--- src/rtl/excl_seq_pkg.sv ---
package excl_seq_pkg;
  typedef enum logic [2:0] {
    S_IDLE,
    S_CHECK,
    S_BEAT0,
    S_BEAT1,
    S_FIN
  } seqState_t;

  typedef struct packed {
    logic latchReq;
    logic capLow;
    logic commitLoad;
    logic commitStatus;
    logic statusVal;
    logic beatHigh;
  } dpStrobe_t;
endpackage

--- src/rtl/excl_dpath.sv ---
module excl_dpath
  import excl_seq_pkg::*;
#(
  parameter int ADDR_W = 32,
  parameter int DATA_W = 32
) (
  input  logic              clk,
  input  logic              rstN,
  input  dpStrobe_t         strb,
  input  logic [ADDR_W-1:0] reqAddr,
  input  logic [DATA_W-1:0] reqWord0,
  input  logic [DATA_W-1:0] reqWord1,
  input  logic              reqIsStore,
  input  logic              reqShared,
  input  logic [DATA_W-1:0] busRdata,
  output logic              misaligned,
  output logic              latStore,
  output logic              latShared,
  output logic [ADDR_W-1:0] busAddr,
  output logic [DATA_W-1:0] busWdata,
  output logic [ADDR_W-1:0] monAddr,
  output logic [DATA_W-1:0] doneWord0,
  output logic [DATA_W-1:0] doneWord1,
  output logic              doneStatus
);
  localparam int BEAT_BYTES = DATA_W / 8;
  localparam int ALIGN_BITS = $clog2(2 * BEAT_BYTES);

  logic [ADDR_W-1:0] baseQ;
  logic [DATA_W-1:0] w0Q, w1Q, lowQ;

  assign misaligned = |reqAddr[ALIGN_BITS-1:0];
  assign monAddr    = baseQ;
  assign busAddr    = baseQ + (strb.beatHigh ? ADDR_W'(BEAT_BYTES) : '0);
  assign busWdata   = strb.beatHigh ? w1Q : w0Q;

  always_ff @(posedge clk) begin
    if (!rstN) begin
      baseQ      <= '0;
      w0Q        <= '0;
      w1Q        <= '0;
      lowQ       <= '0;
      latStore   <= 1'b0;
      latShared  <= 1'b0;
      doneWord0  <= '0;
      doneWord1  <= '0;
      doneStatus <= 1'b0;
    end else begin
      if (strb.latchReq) begin
        baseQ     <= reqAddr;
        w0Q       <= reqWord0;
        w1Q       <= reqWord1;
        latStore  <= reqIsStore;
        latShared <= reqShared;
      end
      if (strb.capLow) lowQ <= busRdata;
      if (strb.commitLoad) begin
        doneWord0 <= lowQ;
        doneWord1 <= busRdata;
      end
      if (strb.commitStatus) doneStatus <= strb.statusVal;
    end
  end

  // the low word committed is the one captured from the first beat
  p_low_word_order_r2: assert property (@(posedge clk) disable iff (!rstN)
    strb.commitLoad |=> (doneWord0 == $past(lowQ)));
endmodule

--- src/rtl/excl_ctrl.sv ---
module excl_ctrl
  import excl_seq_pkg::*;
(
  input  logic      clk,
  input  logic      rstN,
  input  logic      reqValid,
  input  logic      reqIsStore,
  input  logic      misaligned,
  input  logic      latStore,
  input  logic      latShared,
  input  logic      monLocalHit,
  input  logic      monGlobalHit,
  input  logic      busAck,
  input  logic      busErr,
  output logic      reqReady,
  output logic      busReq,
  output logic      busWrite,
  output logic      busLock,
  output logic      monQuery,
  output logic      monMarkLocal,
  output logic      monMarkGlobal,
  output logic      monClearLocal,
  output logic      monClearAddr,
  output logic      doneValid,
  output logic      doneFault,
  output logic      doneAbort,
  output dpStrobe_t strb
);
  seqState_t stateQ, stateD;
  logic faultQ, abortQ, okQ, failQ;
  logic setAbort, setOk, setFail, checkPass;

  assign checkPass = monLocalHit && (!latShared || monGlobalHit);

  always_comb begin
    stateD   = stateQ;
    strb     = '0;
    setAbort = 1'b0;
    setOk    = 1'b0;
    setFail  = 1'b0;
    case (stateQ)
      S_IDLE: if (reqValid) begin
        strb.latchReq = 1'b1;
        if (misaligned)      stateD = S_FIN;
        else if (reqIsStore) stateD = S_CHECK;
        else                 stateD = S_BEAT0;
      end
      S_CHECK: if (checkPass) stateD = S_BEAT0;
      else begin
        strb.commitStatus = 1'b1;
        strb.statusVal    = 1'b1;
        setFail           = 1'b1;
        stateD            = S_FIN;
      end
      S_BEAT0: if (busAck) begin
        if (busErr) begin
          setAbort = 1'b1;
          stateD   = S_FIN;
        end else begin
          strb.capLow = 1'b1;
          stateD      = S_BEAT1;
        end
      end
      S_BEAT1: begin
        strb.beatHigh = 1'b1;
        if (busAck) begin
          stateD = S_FIN;
          if (busErr) setAbort = 1'b1;
          else begin
            setOk = 1'b1;
            if (latStore) strb.commitStatus = 1'b1;
            else          strb.commitLoad   = 1'b1;
          end
        end
      end
      default: stateD = S_IDLE;
    endcase
  end

  always_ff @(posedge clk) begin
    if (!rstN) begin
      stateQ <= S_IDLE;
      faultQ <= 1'b0;
      abortQ <= 1'b0;
      okQ    <= 1'b0;
      failQ  <= 1'b0;
    end else begin
      stateQ <= stateD;
      if (strb.latchReq) begin
        faultQ <= misaligned;
        abortQ <= 1'b0;
        okQ    <= 1'b0;
        failQ  <= 1'b0;
      end else begin
        if (setAbort) abortQ <= 1'b1;
        if (setOk)    okQ    <= 1'b1;
        if (setFail)  failQ  <= 1'b1;
      end
    end
  end

  assign reqReady      = (stateQ == S_IDLE);
  assign busReq        = (stateQ == S_BEAT0) || (stateQ == S_BEAT1);
  assign busLock       = busReq;
  assign busWrite      = busReq && latStore;
  assign monQuery      = (stateQ == S_CHECK);
  assign doneValid     = (stateQ == S_FIN);
  assign doneFault     = doneValid && faultQ;
  assign doneAbort     = doneValid && abortQ;
  assign monMarkLocal  = doneValid && !latStore && okQ;
  assign monMarkGlobal = monMarkLocal && latShared;
  assign monClearLocal = doneValid && latStore && (okQ || failQ);
  assign monClearAddr  = doneValid && latStore && okQ && latShared;

  p_fault_no_bus_r1: assert property (@(posedge clk) disable iff (!rstN)
    (reqValid && reqReady && misaligned) |=> (doneValid && doneFault && !busReq && !monQuery));
  p_lock_on_beat_r3: assert property (@(posedge clk) disable iff (!rstN)
    busReq |-> busLock);
  p_lock_joins_beats_r3: assert property (@(posedge clk) disable iff (!rstN)
    (stateQ == S_BEAT0 && busAck && !busErr) |=> (busReq && busLock));
  p_store_gated_r5: assert property (@(posedge clk) disable iff (!rstN)
    ($rose(busReq) && busWrite) |-> $past(monQuery && monLocalHit));
  p_refused_store_r6: assert property (@(posedge clk) disable iff (!rstN)
    (monQuery && !monLocalHit) |=> (doneValid && !doneAbort && !busReq));
  p_abort_stops_r9: assert property (@(posedge clk) disable iff (!rstN)
    (busReq && busAck && busErr) |=> (!busReq && doneValid && doneAbort));
  p_clean_monitor_r8: assert property (@(posedge clk) disable iff (!rstN)
    (monMarkLocal || monClearLocal || monClearAddr) |-> (doneValid && !doneFault && !doneAbort));
  p_one_op_r10: assert property (@(posedge clk) disable iff (!rstN)
    reqReady |-> (!busReq && !doneValid && !monQuery));
endmodule

--- src/rtl/excl_dword_seq.sv ---
module excl_dword_seq
  import excl_seq_pkg::*;
#(
  parameter int ADDR_W = 32,
  parameter int DATA_W = 32
) (
  input  logic              clk,
  input  logic              rstN,
  input  logic              reqValid,
  output logic              reqReady,
  input  logic              reqIsStore,
  input  logic              reqShared,
  input  logic [ADDR_W-1:0] reqAddr,
  input  logic [DATA_W-1:0] reqWord0,
  input  logic [DATA_W-1:0] reqWord1,
  output logic              doneValid,
  output logic              doneFault,
  output logic              doneAbort,
  output logic              doneStatus,
  output logic [DATA_W-1:0] doneWord0,
  output logic [DATA_W-1:0] doneWord1,
  output logic              busReq,
  input  logic              busAck,
  input  logic              busErr,
  output logic              busWrite,
  output logic              busLock,
  output logic [ADDR_W-1:0] busAddr,
  output logic [DATA_W-1:0] busWdata,
  input  logic [DATA_W-1:0] busRdata,
  output logic              monQuery,
  output logic [ADDR_W-1:0] monAddr,
  input  logic              monLocalHit,
  input  logic              monGlobalHit,
  output logic              monMarkLocal,
  output logic              monMarkGlobal,
  output logic              monClearLocal,
  output logic              monClearAddr
);
  localparam int BEAT_BYTES = DATA_W / 8;

  dpStrobe_t strb;
  logic misaligned, latStore, latShared;

  excl_ctrl u_ctrl (
    .clk(clk), .rstN(rstN), .reqValid(reqValid), .reqIsStore(reqIsStore),
    .misaligned(misaligned), .latStore(latStore), .latShared(latShared),
    .monLocalHit(monLocalHit), .monGlobalHit(monGlobalHit),
    .busAck(busAck), .busErr(busErr), .reqReady(reqReady), .busReq(busReq),
    .busWrite(busWrite), .busLock(busLock), .monQuery(monQuery),
    .monMarkLocal(monMarkLocal), .monMarkGlobal(monMarkGlobal),
    .monClearLocal(monClearLocal), .monClearAddr(monClearAddr),
    .doneValid(doneValid), .doneFault(doneFault), .doneAbort(doneAbort),
    .strb(strb)
  );

  excl_dpath #(.ADDR_W(ADDR_W), .DATA_W(DATA_W)) u_dpath (
    .clk(clk), .rstN(rstN), .strb(strb), .reqAddr(reqAddr),
    .reqWord0(reqWord0), .reqWord1(reqWord1), .reqIsStore(reqIsStore),
    .reqShared(reqShared), .busRdata(busRdata), .misaligned(misaligned),
    .latStore(latStore), .latShared(latShared), .busAddr(busAddr),
    .busWdata(busWdata), .monAddr(monAddr), .doneWord0(doneWord0),
    .doneWord1(doneWord1), .doneStatus(doneStatus)
  );

  p_second_beat_addr_r2: assert property (@(posedge clk) disable iff (!rstN)
    strb.capLow |=> (busReq && busAddr == $past(busAddr) + ADDR_W'(BEAT_BYTES)));
  p_abort_freezes_r8: assert property (@(posedge clk) disable iff (!rstN)
    (doneValid && doneAbort) |-> ($stable(doneWord0) && $stable(doneWord1) && $stable(doneStatus)));
endmodule

--- config.mk ---
export PLATFORM = sky130hd
export DESIGN_NAME = excl_dword_seq
export DESIGN_NICKNAME = d
export VERILOG_FILES = /design/src/rtl/excl_seq_pkg.sv /design/src/rtl/excl_dpath.sv /design/src/rtl/excl_ctrl.sv /design/src/rtl/excl_dword_seq.sv
export SDC_FILE = /design/constraint.sdc
export NUM_CORES = 1
export LEC_CHECK = 0
export BUFFER_PORTS_ARGS = -buffer_cell sky130_fd_sc_hd__buf_2
export CORE_AREA = 4 4 137 139
export CTS_BUF_LIST = sky130_fd_sc_hd__clkbuf_16
export DETAILED_ROUTE_END_ITERATION = 8
export DIE_AREA = 0 0 141 143
export HOLD_SLACK_MARGIN = 0.06
export PLACE_DENSITY = 0.87
export SETUP_SLACK_MARGIN = 0.5
export SYNTH_ARGS = -nofsm -noshare
export SYNTH_HDL_FRONTEND = slang
export SYNTH_SLANG_ARGS = --single-unit
--- constraint.sdc ---
create_clock -name clk -period 6.15 [get_ports clk]
set_input_delay 0.615 -clock clk [delete_from_list [all_inputs] [get_ports clk]]
set_output_delay 0.615 -clock clk [all_outputs]
set_load 0.005 [all_outputs]
; ---- Yosys cells after proc, flatten, opt, wreduce, memory -nomap -nowiden
; Cells that the tools add are included.
[totals]
regBits = 202
latchBits = 0
mem_bits_rw = 0
rom_bits = 0
out_inout_bits = 173
inputBits = 137
n_memories = 0
word_cells = 74
[classes]
order_cmp = 0
multipliers = 0
addsub = 1
n_reduce_logical = 21
n_eq_ne = 7
div_mod_pow = 0
muxes = 30
n_bitwise = 1
shift = 0
[ops]
columns = operator, count
row1 = $add 32x32->32, 1
row2 = $mux 32, 1
row3 = $mux 3, 7
row4 = $mux 1, 16
row5 = $pmux 3 s4, 1
row6 = $logic_and 1x1->1, 11
row7 = $mux 2, 4
row8 = $eq 3x2->1 const B, 2
row9 = $ne 2x2->1 const B, 3
row10 = $reduce_or 2->1, 2
row11 = $eq 3x1->1 const B, 1
row12 = $eq 3x3->1 const B, 1
row13 = $logic_not 3->1, 1
row14 = $logic_or 1x1->1, 3
row15 = $reduce_and 3->1, 1
row16 = $reduce_or 3->1, 1
row17 = $logic_not 1->1, 2
row18 = $pmux 1 s2, 1
row19 = $not 1->1, 1

; ---- Depth between registers and ports, before layout
; Gate-level depths: netlist of run 1.
[depth]
word_depth = 5
mapped_depth = 9
mapped_depth_nobuf = 7

; ---- Hierarchy
; A second synthesis of run 1 with hierarchy kept.
[hier_totals]
cells_unflattened = 812
area_unflattened_um2 = 8785.9
[modules_own_cells]
columns = mod, instances, seq_area_each_um2, cells_per_inst, area_each_um2
row1 = excl_dpath, 1, 3903.7, 752, 8246.7
row2 = excl_ctrl, 1, 140.1, 60, 539.3

; ---- Worst setup path after synthesis of run 1
; No wires, ideal clock.
[synth_path]
kind = register -> output
startpoint = register u_ctrl.stateQ[1]
endpoint = output port busAddr[31]
arrival_time_ns = 2.307
path_buffers = 2
stages_incl_launch_ff = 10
required_time_ns = 5.535
setup_slack_ns = 3.228
path_cell_list = dfxtp_1 buf_4 nand3b_2 clkinv_1 clkbuf_1 ha_1 nand3_1 nor4_2 nand4_1 xnor2_1
[synth_via]
elab_chain_cells = 4
[synth_lines]
columns = item, line
row1 = from (decl), excl_ctrl.sv:29  ; seqState_t stateQ, stateD;
row2 = from (signal assigned), excl_ctrl.sv:88  ; stateQ <= stateD;
row3 = $eq 3x2->1, excl_ctrl.sv:41  ; case (stateQ)
row4 = $mux 1, excl_ctrl.sv:41
row5 = $mux 3, excl_dpath.sv:34  ; assign busAddr = baseQ + (strb.beatHigh ? ADDR_W'(BEAT_BYTES) : '0);
row6 = $add 32x32->32, excl_dpath.sv:34
row7 = to (decl), excl_dword_seq.sv:27  ; output logic [ADDR_W-1:0] busAddr,
; No other way between the ends.

; ---- Final worst setup path of run 1
; Ends and elaborated chain as after synthesis.

==> out/qor.csv, run 1 <==
stage;metric;value;unit
grt;first_global_vias;7779;
synth;yosys.cell_types.count;43;
clock_tree;postCtsSetupBuffers;0;
placement;pre_cts_ws;2.32;ns
drt;finalWirelength;24100;um
final_layout;area_growth;25.5;%
power;leakagePower;4.85;nW
synth;synth.top_cell.area_share;0.468;
clock_tree;clkTransAtPathRegs;0.06;ns
sta;fmax;230;MHz
outcome;status;finished, final reports clean;
clock_tree;insertion_delay;0.49;ns
grt;grt-ovfl-total;0;
placement;portBuffers;309;
sta;setup_viol;0;
worst_setup_path;startpoint_type;register;
power;power_density;268;mW/mm^2
run;drv_cap;0;
synth;synth_top_flop_cell;dfxtp_1;
clock_tree;htree_levels;1;
synth;synthCells;1099;
floorplanning;core_area;0.0177;mm^2
final_layout;multi_input_area;0.00420;mm^2
drt;routedWlPerCell;15.0;um
drt;firstDrtPassIters;5;
worst_setup_path;crit_chain;nand3b_2 > buf_4 > clkinv_1 > buf_4 > ha_1 > nand3_1 > nor4_2 > nand4_1 > xnor2_1 > buf_2;
sta;max-slew-margin-rel;0.194;
clock_tree;cts_tree;yes;
clock_tree;cts-resized-gates;0;
sta;fin_tns_setup;0;ns
grt;grt_usage;0.226;
clock_tree;clock-sinks;202;
floorplanning;design.die.area;0.0202;mm^2
sta;clock_skew;0.0160;ns
grt;grt_max_degree;103;
synth;synth_area;0.00864;mm^2
power;vdd_drop_max;0.201;mV
grt;busiest_layer;met2;
synth;synthTopCellsByArea;dfxtp_1 (47%), nand2_1 (22%), a21boi_0 (10%);
grt;met2_usage;0.388;
worst_setup_path;crit_slowest_cell;dfxtp_1;
worst_setup_path;timing.critical_path.mode_cell;buf_4;
synth;seq_area_frac_synth;0.468;
clock_tree;numCtsBuffers;22;
worst_setup_path;required;5.53;ns
grt;grt_pass1_wl;38200;um
worst_setup_path;path_class;reg -> out;
grt;grt_use_met3;0.0479;
grt;antenna_found_initial;1;
sta;hold_viol;0;
sta;worst_slew_pin_slew;1.21;ns
placement;gp_congestion;0.944;
hold_path;hold_path_class;in -> reg;
drt;num_vias;8313;
final_layout;register_area;0.00404;mm^2
final_layout;nNetsFinal;1502;
synth;avgSynthCellArea;7.87;um^2
synth;yosysWarnings;0;
sta;finalWorstSetupSlack;1.79;ns
worst_setup_path;worstSetupEndpointType;output port;
worst_setup_path;slowest_delay;0.59;ns
drt;drc;0;
drt;antenna_left;0;
floorplanning;initial_utilization;0.490;
final_layout;fin_util;0.615;
synth;synth_top_cell_by_area;dfxtp_1;
clock_tree;root_buffer;clkbuf_16;
final_layout;drive_gt1_frac;0.258;
clock_tree;cts.path.max_buffers;3;
drt;drt-initial-drc-count;568;
placement;place_hpwl;16700;um
sta;rsz0062_at_grt;false;
synth;synth_edf_count;0;
floorplanning;die-width;141;um
drt;vias_per_cell;5.17;
final_layout;n_fill_cell;1542;
worst_setup_path;cp.arrival;3.74;ns
floorplanning;rows;49;
clock_tree;hold_buffers;0;
sta;min_period_over_period;0.708;
sta;finalCriticalPeriod;4.36;ns
floorplanning;io_pins;310;
floorplanning;die_h;143;um
worst_setup_path;r2r_setup_slack;3.68;ns
synth;synth-seq-cells;202;
synth;async_flop_share;0;
worst_setup_path;path_max_fanout;36;
grt;grtUsageMet1;0.282;
sta;drv_slew;0;
synth;synth_fp_nets;1237;
-- state kept, by name, summed over array words and instances (netlist names), 3 cells and up --
| name | cells |
|---|---|
| u_dpath.w0Q | 32 |
| u_dpath.doneWord1 | 32 |
| u_dpath.monAddr | 32 |
| u_dpath.doneWord0 | 32 |
| u_dpath.lowQ | 32 |
| u_dpath.w1Q | 32 |
| u_ctrl.stateQ | 3 |
-- path summary, 6_finish.rpt --
check	endpoint	startpoint	cells past startpoint
max	busAddr[31]	u_ctrl.stateQ[1]	10
min	u_dpath.monAddr[16]	reqAddr[16]	3
max reg2reg	u_dpath.monAddr[26]	u_ctrl.stateQ[1]	5
min reg2reg	u_dpath.doneWord0[4]	u_dpath.lowQ[4]	2
-- layout make-up --
| cell class | count | share of cell area |
|---|---|---|
| inverter | 4 | 0.00138 |
| clock buffer | 23 | 0.0530 |
| antenna | 1 | 0.000231 |
| multi-input combinational | 817 | 0.387 |
| clock inverter | 15 | 0.0107 |
| sequential | 202 | 0.373 |
| timing repair buffer | 317 | 0.148 |
| tap | 229 | 0.0264 |
-- layer usage --
layer,wire length (um),vias to the layer above
met1,9580,3808
met4,796,0
met2,11900,357
li1,-,4079
met3,1900,69
met5,0,-
-- Yosys cell counts, types with 11 or more instances --
master and instances:
nor2_1 18, nand3_1 12, nand4_1 12, nand2_1 499
a21boi_0 115, dfxtp_1 202, buf_4 11, xnor2_1 23
clkbuf_1 37, buf_2 22, a21boi_1 81
-- critical path, delay by kind of cell (launching register included) --
| family | cells | cell delay (ns) |
|---|---|---|
| DFF | 1 | 0.59 |
| and+or+nand+nor | 4 | 1.31 |
| xor gates and xnor gates | 1 | 0.21 |
| adders and majority gates | 1 | 0.28 |
| buffers and inverters | 4 | 0.82 |
-- power by group --
part	switching, mW	internal [mW]	total [mW]
combinational	0.139	0.119	0.258
sequential	0.0397	1.35	1.39
clock	0.502	0.755	1.26
-- through the flow --
step / hold slack, ns / std cells / total power [mW] / area, um^2
2_1_floorplan: 0.429 / 1099 / 1.56 / 8640
3_3_place_gp: 0.435 / 1569 / 1.67 / 10200
3_5_place_dp: 0.442 / 1569 / 1.68 / 10200
4_1_cts: 0.347 / 1607 / 2.93 / 10800
5_1_grt: 0.352 / 1608 / 3.03 / 10900
6_report: 0.367 / 1608 / 2.91 / 10900
-- logic make-up after synthesis --
family,synth area share
AOI/OAI and AO/OA,0.181
xor gates and xnor gates,0.0294
adders and majority gates,0.00145
buffers and inverters,0.0479
DFF,0.468
and+or+nand+nor,0.273
-- cells in the final DEF (no fill, tap or decap), types with 2 or more instances in the layout --
master	instances
nor3b_1	3
nor2b_1	2
buf_2	308
and3_1	4
inv_1	9
a21boi_0	115
bufinv_16	2
clkbuf_16	23
buf_4	9
o211a_1	2
nand2_1	498
nand2b_1	2
nand3_1	12
xor2_1	6
nor2_1	18
o21a_1	2
nor3_1	5
nor4_2	2
nor3_2	2
a21boi_1	81
clkinv_1	5
a31oi_1	3
and2_1	3
and4_1	2
dfxtp_1	202
nand4_1	12
xnor2_1	23
a21oi_1	2
clkinv_2	2
(Power assumes the default switching activity.)
==> run 2, diff against run 1 <==
--- a/config.mk
+++ b/config.mk
@@ -6,12 +6,12 @@
 export NUM_CORES = 1
 export LEC_CHECK = 0
 export BUFFER_PORTS_ARGS = -buffer_cell sky130_fd_sc_hd__buf_2
-export CORE_AREA = 4 4 137 139
+export CORE_AREA = 4 4 144 146
 export CTS_BUF_LIST = sky130_fd_sc_hd__clkbuf_16
 export DETAILED_ROUTE_END_ITERATION = 8
-export DIE_AREA = 0 0 141 143
+export DIE_AREA = 0 0 148 150
 export HOLD_SLACK_MARGIN = 0.06
-export PLACE_DENSITY = 0.87
+export PLACE_DENSITY = 0.84
 export SETUP_SLACK_MARGIN = 0.5
 export SYNTH_ARGS = -nofsm -noshare
 export SYNTH_HDL_FRONTEND = slang
==> constraint.sdc (replaced) <==
create_clock -name clk -period 3.8 [get_ports clk]
set_input_delay 0.38 -clock clk [delete_from_list [all_inputs] [get_ports clk]]
set_output_delay 0.38 -clock clk [all_outputs]
set_load 0.005 [all_outputs]
==> run 2 against run 1 <==
Compared with the run above:
- via count shrank 0.34%
- count of clock-buffer cells in the layout is the same
- worst setup slack lost 1.1 ns
- non-clock buffer count grew 2
- clock power grew 60%
- register-to-register slack lost 2.2 ns
- total power grew 61%
- die area grew 10%
==> out/qor.csv, run 2 (same netlist as run 1, synthesis figures left out) <==
stage;metric;value;unit
final_layout;n_fill_cell;1811;
power;vdd_drop_max;0.293;mV
grt;grt_pass1_wl;38800;um
clock_tree;clkTransAtPathRegs;0.06;ns
power;p_int;3.55;mW
hold_path;hold_path_class;in -> reg;
placement;place_hpwl;16900;um
worst_setup_path;worstSetupEndpointType;output port;
worst_setup_path;slowest_delay;0.42;ns
sta;finalCriticalPeriod;3.08;ns
final_layout;final_common_cell;nand2_1;
clock_tree;insertion_delay;0.50;ns
floorplanning;die_h;150;um
worst_setup_path;cp.arrival;2.70;ns
drt;vias_per_cell;5.03;
worst_setup_path;reg2reg_from;u_ctrl.stateQ[2];
grt;grt_usage;0.208;
placement;portBuffers;309;
power;seq_power_share;0.481;
floorplanning;core_area;0.0194;mm^2
floorplanning;initial_utilization;0.446;
worst_setup_path;rr_endpoint;u_dpath.monAddr[29];
sta;worst_slew_pin_slew;1.08;ns
hold_path;hold_path_depth;3;
power;leakagePower;4.88;nW
final_layout;area_growth;26.6;%
clock_tree;cts.path.max_buffers;3;
clock_tree;cts_tree;yes;
worst_setup_path;crit_slowest_cell;nor4_4;
clock_tree;numCtsBuffers;23;
power;power_frac_clock;0.428;
clock_tree;clock-sinks;202;
drt;finalWirelength;24500;um
hold_path;hold_start;reqAddr[21];
final_layout;nNetsFinal;1505;
sta;min_period_over_period;0.812;
sta;drv_slew;0;
hold_path;hold_end;u_dpath.monAddr[21];
power;finalPower;4.69;mW
worst_setup_path;r2r_setup_slack;1.53;ns
final_layout;n_antenna_cell;0;
final_layout;final_cell_mix;nand2_1 (498), buf_2 (308), dfxtp_1 (200);
outcome;status;finished, final reports clean;
sta;hold_viol;0;
floorplanning;die-width;148;um
drt;drt-initial-drc-count;498;
drt;firstDrtPassIters;5;
floorplanning;io_pins;310;
worst_setup_path;r2r_cells;4;
worst_setup_path;required;3.42;ns
worst_setup_path;path_class;reg -> out;
run;drv_cap;0;
power;power_frac_comb;0.090;
worst_setup_path;path_max_fanout;9;
sta;fin_tns_setup;0;ns
floorplanning;design.die.area;0.0222;mm^2
grt;grt_max_degree;101;
worst_setup_path;crit_chain;nand3b_2 > clkinv_1 > ha_1 > nand3_2 > nor4_4 > nand4_1 > xnor2_1 > buf_2;
sta;rsz0062_at_grt;false;
sta;setup_viol;0;
clock_tree;root_buffer;clkbuf_16;
sta;fmax;324;MHz
power;netSwitchingPower;1.14;mW
power;power_density;428;mW/mm^2
clock_tree;htree_levels;1;
sta;max-slew-margin-rel;0.280;
drt;routedWlPerCell;14.9;um
worst_setup_path;startpoint_type;register;
grt;antenna_found_initial;0;
grt;first_global_vias;7894;
drt;antenna_left;0;
drt;drc;0;
final_layout;drive_gt1_frac;0.264;
placement;gp_congestion;0.888;
power;switching_share;0.242;
sta;clock_skew;0.00751;ns
floorplanning;rows;51;
drt;num_vias;8285;
grt;grt-ovfl-total;0;
-- run 2: worst max path at each step --
stage	startpoint	to	slack, ns	cells past startpoint
after CTS	u_ctrl.stateQ[0]	busAddr[31]	0.51	8
final	u_ctrl.stateQ[2]	busAddr[31]	0.72	8
after global routing	u_ctrl.stateQ[2]	busAddr[31]	0.55	8
after global placement	u_ctrl.stateQ[1]	busAddr[31]	0.87	8
after floorplan	u_ctrl.stateQ[1]	busAddr[31]	1.11	9
after detailed placement	u_ctrl.stateQ[1]	busAddr[31]	0.84	8
-- run 2: layer usage --
metal | track usage | wire (um) | up-vias
met5 | 0 | 0 | -
met4 | 0.0767 | 910 | 0
met3 | 0.0451 | 1720 | 64
met2 | 0.364 | 12000 | 313
met1 | 0.252 | 9820 | 3830
li1 | - | - | 4078
-- run 2: stage by stage --
| stage | hold WS, ns | util | cells | setup slack (ns) | area (um^2) |
|---|---|---|---|---|---|
| after detailed placement | 0.443 | 0.528 | 1606 | 0.836 | 10200 |
| after CTS | 0.100 | 0.563 | 1646 | 0.506 | 10900 |
| after floorplan | 0.429 | - | 1099 | 1.11 | 8640 |
| after global placement | 0.435 | 0.528 | 1606 | 0.866 | 10200 |
| after global routing | 0.106 | 0.564 | 1647 | 0.551 | 10900 |
| final | 0.118 | 0.564 | 1647 | 0.716 | 10900 |
-- run 2: worst max-delay path: cells and delay by family (launching register included) --
family	cells	cell delay, ns
fa+ha+maj	1	0.21
xor+xnor	1	0.22
simple gates	4	1.17
buf+inv	2	0.23
flops	1	0.38
-- run 2: power by group through the flow --
stage                     Combinational (mW)  Clock [mW]  Sequential, mW
final                                  0.423        2.01            2.26
after CTS                              0.427        2.06            2.25
after floorplan                        0.231           0            2.29
after global placement                 0.419           0            2.29
after global routing                   0.472        2.15            2.26
after detailed placement               0.424           0            2.30
-- run 2: cell type report --
class	instances	area, um^2	area share
clock inverter	17	106	0.00972
sequential	202	4050	0.370
timing repair buffer	319	1650	0.151
multi-input combinational	817	4220	0.385
tap	265	332	0.0303
clock buffer	23	576	0.0526
inverter	4	15.0	0.00137
-- run 2: timing repair --
action / CTS / global route
setup buffers: 0 / 1
resized for setup: 1 / 3
setup endpoints to repair: 2 / 3
pin swaps: 1 / 1
hold buffers: 0 / 0
==> run 3, diff against run 2 <==
==> constraint.sdc (replaced) <==
create_clock -name clk -period 2.7 [get_ports clk]
set_input_delay 0.27 -clock clk [delete_from_list [all_inputs] [get_ports clk]]
set_output_delay 0.27 -clock clk [all_outputs]
set_load 0.005 [all_outputs]
==> run 3 against run 2 <==
Compared with the run above:
- utilization grew 9.0 points
- largest power group unchanged
- via count grew 13%
- routed wire length grew 24%
- clock skew grew 0.0096 ns
==> out/qor.csv, run 3 (same netlist as run 1, synthesis figures left out) <==
stage;metric;value;unit
clock_tree;cts.path.max_buffers;3;
power;power_density;527;mW/mm^2
drt;drt-initial-drc-count;612;
sta;max-slew-margin-rel;0.515;
hold_path;hold_path_class;in -> reg;
worst_setup_path;startpoint_type;register;
worst_setup_path;crit_chain;nand3b_4 > clkinv_4 > ha_4 > nand3_4 > or4_4 > nor2_4 > xor2_1 > buf_2;
outcome;status;finished, final reports clean;
clock_tree;insertion_delay;0.51;ns
drt;wl_met3;2400;um
sta;fin_tns_setup;0;ns
final_layout;n_fill_cell;1507;
final_layout;drive_gt1_frac;0.280;
drt;drc;0;
drt;routedWlPerCell;16.8;um
floorplanning;io_pins;310;
power;vdd_drop_max;0.454;mV
sta;hold_viol;0;
clock_tree;clkTransAtPathRegs;0.06;ns
clock_tree;root_buffer;clkbuf_16;
worst_setup_path;critical-path-top-delay-family;simple AND/OR/NAND/NOR gates;
final_layout;nNetsFinal;1661;
grt;antenna_found_initial;2;
floorplanning;die_h;150;um
clock_tree;cts_tree;yes;
clock_tree;clock-sinks;202;
clock_tree;numCtsBuffers;22;
final_layout;final_cell_mix;nand2_1 (496), buf_2 (308), dfxtp_1 (190);
worst_setup_path;cp.arrival;2.23;ns
drt;finalWirelength;30200;um
worst_setup_path;worstSetupEndpointType;output port;
worst_setup_path;r2r_setup_slack;0.63;ns
grt;grt_usage;0.256;
worst_setup_path;crit_slowest_cell;or4_4;
run;drv_cap;0;
drt;dr_wl_met2;15200;um
placement;gp_congestion;0.885;
worst_setup_path;critical_path_buf_inv_count;2;
grt;first_global_vias;9286;
drt;routedLengthMet1;10900;um
power;leakagePower;5.66;nW
worst_setup_path;slowest_delay;0.55;ns
sta;drv_slew;0;
sta;finalCriticalPeriod;2.50;ns
placement;portBuffers;309;
floorplanning;initial_utilization;0.446;
floorplanning;core_area;0.0194;mm^2
sta;fmax;400;MHz
floorplanning;rows;51;
drt;num_vias;9331;
final_layout;final_common_cell;nand2_1;
power;finalPower;6.68;mW
grt;grt_max_degree;77;
sta;min_period_over_period;0.926;
drt;dr.max_layer_used;met5;
drt;antenna_left;0;
drt;firstDrtPassIters;5;
grt;grt_pass1_wl;46400;um
placement;place_hpwl;17500;um
floorplanning;design.die.area;0.0222;mm^2
sta;rsz0062_at_grt;true;
sta;worst_slew_pin_slew;0.719;ns
worst_setup_path;path_max_fanout;4;
worst_setup_path;required;2.43;ns
drt;vias_per_cell;5.17;
clock_tree;htree_levels;1;
sta;clock_skew;0.0171;ns
grt;grt-ovfl-total;0;
floorplanning;die-width;148;um
sta;setup_viol;0;
worst_setup_path;path_class;reg -> out;
final_layout;area_growth;46.8;%
==> run 3: changes by cell type in the layout (fill, tap and decap cells not counted), moves of 5 or more <==
| cell | before | now |
|---|---|---|
| buf_4 | 9 | 31 |
| dfxtp_1 | 200 | 190 |
| dfxtp_4 | 0 | 9 |
| dlygate4sd3_1 | 0 | 129 |
| nand3_1 | 11 | 6 |
| nor2_1 | 18 | 11 |
| nor2_4 | 0 | 5 |
==> run 3: power breakdown <==
part           switching [mW]  total [mW]  internal, mW
clock network            1.20        2.68          1.48
logic                   0.400       0.831         0.431
registers              0.0888        3.17          3.08
==> run 3: area by class of cell <==
| type | count | area, um^2 | share of cell area |
|---|---|---|---|
| Multi-Input combinational cell | 818 | 4420 | 0.349 |
| Sequential cell | 202 | 4080 | 0.322 |
| Timing Repair Buffer | 475 | 3190 | 0.251 |
| Clock buffer | 22 | 551 | 0.0434 |
| Tap cell | 265 | 332 | 0.0261 |
| Clock inverter | 15 | 85.1 | 0.00671 |
| Inverter | 4 | 20.0 | 0.00158 |
| Antenna cell | 3 | 7.51 | 0.000592 |
==> run 3: worst paths after layout <==
path,from,to,cells after the start
max,u_ctrl.stateQ[2],busAddr[14],8
min,reqWord0[18],u_dpath.w0Q[18],3
max reg2reg,u_ctrl.stateQ[1],u_dpath.doneWord1[12],6
min reg2reg,u_dpath.lowQ[28],u_dpath.doneWord0[28],2
==> run 3: routing by layer <==
metal / vias to the layer above / global-route usage
li1: 4400 / -
met1: 4275 / 0.275
met2: 510 / 0.462
met3: 144 / 0.0600
met4: 2 / 0.141
met5: - / 0
==> run 3: worst reg2reg max path, cell delays in order, from the launching register on <==
cell and delay [ns]:
dfxtp_4 0.37, buf_4 0.21, nand3b_4 0.12, or4b_2 0.62, buf_4 0.35, nand2_1 0.21
a21boi_1 0.09
==> run 3: stage by stage <==
step | area (um^2) | util | std cells | hold WS (ns) | worst slack (ns)
5_1_grt | 12700 | 0.654 | 1802 | 0.0936 | 0.115
6_report | 12700 | 0.654 | 1804 | 0.107 | 0.199
3_3_place_gp | 10400 | 0.535 | 1612 | 0.435 | 0.520
4_1_cts | 12500 | 0.644 | 1793 | 0.0655 | 0.266
3_5_place_dp | 10400 | 0.535 | 1612 | 0.442 | 0.498
2_1_floorplan | 8700 | - | 1099 | 0.405 | 0.527
==> run 3: repair_timing <==
item	CTS	global route
resized for setup	31	28
gates cloned	1	1
buffers inserted	14	7
endpoints found under the setup margin	29	80
pin swaps	2	20
hold buffers	129	0
endpoints found under the hold margin	158	0
